### src/rtl/tst_pkg.sv
package tst_pkg;
  typedef enum logic [1:0] {
    TM_INTERNAL = 2'd0,
    TM_FRAME    = 2'd1,
    TM_LINE     = 2'd2,
    TM_RSVD     = 2'd3
  } trig_mode_e;
endpackage

### src/rtl/tst_sync.sv
module tst_sync #(
  parameter int STAGES = 2
) (
  input  logic clk,
  input  logic rst,
  input  logic d,
  output logic q
);
  logic [STAGES-1:0] sr;

  always_ff @(posedge clk) begin
    if (rst) sr <= '0;
    else     sr <= {sr[STAGES-2:0], d};
  end

  assign q = sr[STAGES-1];
endmodule

### src/rtl/tst_classifier.sv
module tst_classifier #(
  parameter int WIDTH_W = 6
) (
  input  logic               clk,
  input  logic               rst,
  input  logic               te_s,
  input  logic               hs_pol,
  input  logic               vs_pol,
  input  logic [WIDTH_W-1:0] hs_width,
  input  logic [WIDTH_W-1:0] vs_width,
  output logic               vs_ev,
  output logic               hs_ev
);
  localparam logic [WIDTH_W-1:0] RUN_MAX = '1;
  localparam logic [WIDTH_W-1:0] RUN_ONE = WIDTH_W'(1);

  logic               lvl_q;
  logic [WIDTH_W-1:0] run_q;
  logic               run_end;
  logic               is_vs, is_hs;

  // a run ends when the synchronised level differs from the tracked one
  assign run_end = (te_s != lvl_q);
  assign is_vs = run_end && (lvl_q == vs_pol) && (run_q >= vs_width);
  assign is_hs = run_end && (lvl_q == hs_pol) && (run_q >= hs_width)
                 && (run_q < vs_width);

  always_ff @(posedge clk) begin
    if (rst) begin
      lvl_q <= 1'b0;
      run_q <= '0;
      vs_ev <= 1'b0;
      hs_ev <= 1'b0;
    end else begin
      vs_ev <= is_vs;
      hs_ev <= is_hs;
      if (run_end) begin
        lvl_q <= te_s;
        run_q <= RUN_ONE;
      end else if (run_q != RUN_MAX) begin
        run_q <= run_q + RUN_ONE;
      end
    end
  end
endmodule

### src/rtl/tst_line_counter.sv
module tst_line_counter #(
  parameter int LINE_W = 11
) (
  input  logic              clk,
  input  logic              rst,
  input  logic              vs_ev,
  input  logic              hs_ev,
  input  logic [LINE_W-1:0] trig_line,
  output logic              line_hit
);
  localparam logic [LINE_W-1:0] LINE_MAX = '1;
  localparam logic [LINE_W-1:0] LINE_ONE = LINE_W'(1);

  logic [LINE_W-1:0] line_q;
  logic              frame_seen_q;
  logic              can_step;

  assign can_step = hs_ev && frame_seen_q && (line_q != LINE_MAX);
  assign line_hit = (vs_ev && (trig_line == '0))
                  || (!vs_ev && can_step && ((line_q + LINE_ONE) == trig_line));

  always_ff @(posedge clk) begin
    if (rst) begin
      line_q       <= '0;
      frame_seen_q <= 1'b0;
    end else if (vs_ev) begin
      line_q       <= '0;
      frame_seen_q <= 1'b1;
    end else if (can_step) begin
      line_q <= line_q + LINE_ONE;
    end
  end
endmodule

### src/rtl/tst_cfg_check.sv
module tst_cfg_check
  import tst_pkg::*;
#(
  parameter int WIDTH_W = 6
) (
  input  logic               clk,
  input  logic               rst,
  input  logic [1:0]         trig_mode,
  input  logic [WIDTH_W-1:0] hs_width,
  input  logic [WIDTH_W-1:0] vs_width,
  output logic               cfg_ok,
  output logic               err_hs_short,
  output logic               err_vs_short,
  output logic               err_width_eq,
  output logic               err_mode
);
  localparam logic [WIDTH_W-1:0] HS_MIN       = WIDTH_W'(2);
  localparam logic [WIDTH_W-1:0] VS_MIN_LINE  = WIDTH_W'(2);
  localparam logic [WIDTH_W-1:0] VS_MIN_FRAME = WIDTH_W'(4);

  logic               tearing;
  logic [WIDTH_W-1:0] vs_min;
  logic               bad_hs, bad_vs, bad_eq, bad_mode;

  assign tearing  = (trig_mode != TM_INTERNAL);
  assign vs_min   = (trig_mode == TM_LINE) ? VS_MIN_LINE : VS_MIN_FRAME;
  assign bad_hs   = tearing && (hs_width < HS_MIN);
  assign bad_vs   = tearing && (vs_width < vs_min);
  assign bad_eq   = tearing && (hs_width == vs_width);
  assign bad_mode = (trig_mode == TM_RSVD);
  assign cfg_ok   = !(bad_hs || bad_vs || bad_eq || bad_mode);

  always_ff @(posedge clk) begin
    if (rst) begin
      err_hs_short <= 1'b0;
      err_vs_short <= 1'b0;
      err_width_eq <= 1'b0;
      err_mode     <= 1'b0;
    end else begin
      err_hs_short <= bad_hs;
      err_vs_short <= bad_vs;
      err_width_eq <= bad_eq;
      err_mode     <= bad_mode;
    end
  end
endmodule

### src/rtl/tear_sync_trigger.sv
module tear_sync_trigger
  import tst_pkg::*;
#(
  parameter int WIDTH_W     = 6,
  parameter int LINE_W      = 11,
  parameter int SYNC_STAGES = 2
) (
  input  logic               clk,
  input  logic               rst,
  input  logic               te_in,
  input  logic               start_req,
  input  logic [1:0]         trig_mode,
  input  logic               hs_pol,
  input  logic               vs_pol,
  input  logic [WIDTH_W-1:0] hs_width,
  input  logic [WIDTH_W-1:0] vs_width,
  input  logic [LINE_W-1:0]  trig_line,
  output logic               start_trig,
  output logic               err_hs_short,
  output logic               err_vs_short,
  output logic               err_width_eq,
  output logic               err_mode
);
  logic te_s;
  logic vs_ev, hs_ev;
  logic line_hit;
  logic cfg_ok;
  logic pending;
  logic pend_now;
  logic fire;

  tst_sync #(.STAGES(SYNC_STAGES)) u_sync (
    .clk(clk), .rst(rst), .d(te_in), .q(te_s)
  );

  tst_classifier #(.WIDTH_W(WIDTH_W)) u_class (
    .clk(clk), .rst(rst), .te_s(te_s),
    .hs_pol(hs_pol), .vs_pol(vs_pol),
    .hs_width(hs_width), .vs_width(vs_width),
    .vs_ev(vs_ev), .hs_ev(hs_ev)
  );

  tst_line_counter #(.LINE_W(LINE_W)) u_line (
    .clk(clk), .rst(rst), .vs_ev(vs_ev), .hs_ev(hs_ev),
    .trig_line(trig_line), .line_hit(line_hit)
  );

  tst_cfg_check #(.WIDTH_W(WIDTH_W)) u_cfg (
    .clk(clk), .rst(rst), .trig_mode(trig_mode),
    .hs_width(hs_width), .vs_width(vs_width),
    .cfg_ok(cfg_ok),
    .err_hs_short(err_hs_short), .err_vs_short(err_vs_short),
    .err_width_eq(err_width_eq), .err_mode(err_mode)
  );

  assign pend_now = pending || start_req;

  always_comb begin
    unique case (trig_mode)
      TM_INTERNAL: fire = 1'b1;
      TM_FRAME:    fire = vs_ev && cfg_ok;
      TM_LINE:     fire = line_hit && cfg_ok;
      default:     fire = 1'b0;
    endcase
  end

  always_ff @(posedge clk) begin
    if (rst) begin
      start_trig <= 1'b0;
      pending    <= 1'b0;
    end else begin
      start_trig <= pend_now && fire;
      pending    <= pend_now && !fire;
    end
  end
endmodule

### config.mk
export PLATFORM = sky130hd
export DESIGN_NAME = tear_sync_trigger
export DESIGN_NICKNAME = d
export VERILOG_FILES = /design/src/rtl/tst_pkg.sv /design/src/rtl/tst_sync.sv /design/src/rtl/tst_classifier.sv /design/src/rtl/tst_line_counter.sv /design/src/rtl/tst_cfg_check.sv /design/src/rtl/tear_sync_trigger.sv
export SDC_FILE = /design/constraint.sdc
export NUM_CORES = 1
export LEC_CHECK = 0
export ABC_AREA = 1
export CORE_MARGIN = 4
export CORE_UTILIZATION = 40
export CTS_BUF_LIST = sky130_fd_sc_hd__clkbuf_16
export DETAILED_ROUTE_END_ITERATION = 16
export DONT_BUFFER_PORTS = 1
export SYNTH_ARGS = -nofsm -noshare
export SYNTH_HDL_FRONTEND = slang
export SYNTH_SLANG_ARGS = --single-unit
### constraint.sdc
create_clock -name clk -period 2.7 [get_ports clk]
set_input_delay 0.135 -clock clk [delete_from_list [all_inputs] [get_ports clk]]
set_output_delay 0.135 -clock clk [all_outputs]
set_load 0.01 [all_outputs]
==> results.py <==
metrics = {
    "status": {
        "outcome": "complete, no violations",
    },
    "power_and_ir_drop": {
        "power.density_cell_area_nw_per_um2": 460,
        "peakVddDrop_uv": 330,
        "total_power_mw": 1.03,
        "p_leak_nw": 1.11,
    },
    "min_path": {
        "hp-start": "vs_pol",
        "holdPathEnd": "u_class.vs_ev",
        "worstHoldPathCells": 2,
        "min_path_type": "in2reg",
    },
    "worst_setup_path": {
        "cp_slowest_cell": "dfxtp_1",
        "cp_data_required_time_ns": 2.85,
        "reg2reg_slack_ns": 0.75,
        "cp.arrival_ns": 2.10,
        "cp_num_buf_inv": 2,
        "max_stage_delay_ns": 0.37,
        "crit_fanout": 12,
        "critPathKind": "reg2reg",
        "cp-start-kind": "flip-flop",
        "cp_top_family": "simple AND/OR/NAND/NOR gates",
        "crit_start": "u_line.line_q[0]",
        "crit_path_end_kind": "flip-flop",
        "regToRegEndpoint": "u_line.line_q[5]",
        "reg2reg_depth": 8,
        "r2r_start": "u_line.line_q[0]",
        "path_cells": "ha_1 -> nand3_1 -> inv_2 -> nand4_1 -> nand2_1 -> clkinv_1 -> o21ai_0 -> a31oi_1",
    },
    "floorplan": {
        "dieWidth_um": 79.1,
        "num_rows": 25,
        "coreArea_sq_um": 4820,
        "ioPinCount": 36,
        "start_util": 0.420,
        "dieArea_sq_um": 6260,
        "die_h_um": 79.1,
    },
    "timing": {
        "fin_skew_ns": 0.00177,
        "timing.final.crit_period_ns": 1.95,
        "setup_tns_ns": 0,
        "rsz0062_at_grt": "no",
        "fin_hold_ws_ns": 0.0477,
        "finalSetupViolations": 0,
        "hold_violations": 0,
        "worst_pin_slew_ns": 0.582,
        "final.setup.worst_slack_ns": 0.748,
        "slew_violations": 0,
        "finalCritPeriodShare": 0.723,
        "max_freq_mhz": 512,
        "max_slew_margin": 0.611,
    },
    "global_routing": {
        "top_usage_layer": "met2",
        "grt_max_degree": 13,
        "grtUsageMet3": 0.0522,
        "grt_pass1_wl_mm": 7.95,
        "antenna_found_initial": 0,
        "met1_usage": 0.205,
        "grtUsageTotal": 0.164,
        "use_met2": 0.265,
        "grt_pass1_vias": 1814,
        "grt_overflow_total": 0,
    },
    "logic_synthesis": {
        "synth_edf_count": 0,
        "synth_fp_nets": 362,
        "yosysWarningCount": 0,
        "syn_inst": 313,
        "synthDistinctLibCells": 32,
        "yosysTopAreaCell": "dfxtp_1",
        "syn_avg_cell_area_sq_um": 6.46,
        "synth_area_sq_um": 2020,
        "yosys.cell_count.top_type": "nand2_1",
        "synth.area.top_cells": "dfxtp_1 (29%), nand2_1 (13%), inv_1 (12%)",
        "yosysTopAreaCellShare": 0.287,
        "ys_async_sr_fraction": 0,
        "ys.flop_type": "dfxtp_1",
        "ys_ff_latch": 29,
        "synth_commonest_cells": "nand2_1 (72), inv_1 (63), dfxtp_1 (29)",
        "yosysSeqAreaShare": 0.287,
    },
    "clock_tree": {
        "clockRootBuffer": "clkbuf_16",
        "cts_buffer_depth": 2,
        "h-tree-depth": 2,
        "cts_sinks": 29,
        "postCtsSetupBuffers": 0,
        "clkTransAtPathRegs_ns": 0.05,
        "clock_latency_ns": 0.27,
        "cts_buffers": 5,
        "cts_tree": "yes",
    },
    "route": {
        "drt_iter0_markers": 91,
        "vias": 1899,
        "drtPass1Iterations": 4,
        "wl_per_cell_um": 12.1,
        "drc_errors": 0,
        "via_per_inst": 4.91,
        "wirelength_mm": 4.67,
        "antenna_left": 0,
    },
    "layout": {
        "area_growth_pct": 11.3,
        "final_net_count": 369,
        "drive_gt1_frac": 0.0594,
        "stdcell_area_sq_um": 2250,
        "n_antenna_cell": 0,
    },
    "placed_design": {
        "dp_slack_ns": 0.771,
        "portBuffers": 0,
        "hpwl_mm": 3.83,
        "gp_congestion": 0.842,
        "place_area_sq_um": 2100,
    },
    "flow_run": {
        "drv_cap": 0,
    },
}
sequential cells by signal, indices dropped and copies added (netlist names):
register and cells:
u_cfg.err_mode 1, pending 1, u_line.line_q 11, u_cfg.err_width_eq 1, u_class.hs_ev 1, u_class.vs_ev 1, start_trig 1, u_line.frame_seen_q 1
u_cfg.err_vs_short 1, u_class.run_q 6, u_sync.sr 2, u_class.lvl_q 1, u_cfg.err_hs_short 1
cell families (layout without fill, tap and decap cells):
family | count (synthesis) | count (layout) | synth area share
compound gates | 42 | 42 | 0.121
fa+ha+maj | 18 | 18 | 0.111
simple gates | 151 | 151 | 0.332
buf+inv | 68 | 75 | 0.127
flops | 29 | 29 | 0.287
xor+xnor | 5 | 5 | 0.0217
cell type report:
type                            instances  area (sq um)
Fill cell                             515          2570
Multi-Input combinational cell        216          1180
Sequential cell                        29           581
Inverter                               66           248
Clock buffer                            5           125
Tap cell                               67          83.8
Timing Repair Buffer                    2          20.0
Clock inverter                          2          7.51
worst max path at each step:
stage | end | slack (ns) | cells after the start
after global routing | u_line.line_q[5] | 0.51 | 8
final | u_line.line_q[5] | 0.75 | 8
after global placement | start_trig | 0.83 | 14
after floorplan | pending | 1.18 | 14
after CTS | u_line.line_q[5] | 0.75 | 8
after detailed placement | u_line.line_q[5] | 0.77 | 8
where the power goes:
part	total, mW	switching (mW)	internal (mW)
clock network	0.495	0.168	0.327
logic	0.0935	0.0542	0.0392
registers	0.446	0.00812	0.438
total	1.03	0.230	0.804
through the flow:
| step | util | std cells |
|---|---|---|
| after floorplan | - | 313 |
| after global placement | 0.435 | 378 |
| after detailed placement | 0.435 | 378 |
| after CTS | 0.467 | 387 |
| after global routing | 0.467 | 387 |
| final | 0.467 | 387 |
metal layers:
metal,vias to the layer above,wire (um)
li1,1014,-
met1,835,2090
met2,41,2140
met3,9,365
met4,0,80
met5,-,0
layout by cell type (no fill, tap or decap), types with 3 or more instances in the layout:
master	count
xor2_1	3
o21ai_0	17
clkbuf_16	5
nor2_1	28
a31oi_1	5
dfxtp_1	29
nor2_2	6
ha_1	18
nand3_1	28
inv_1	64
nand4_1	5
nand2_1	72
a21oi_1	11
nor4_1	3
what timing repair did:
| item | CTS | global route |
|---|---|---|
| resized for setup | 0 | 0 |
| hold buffers | 2 | 0 |
| hold endpoints to repair | 8 | 0 |
No activity file was read; power rests on OpenSTA's default activity.
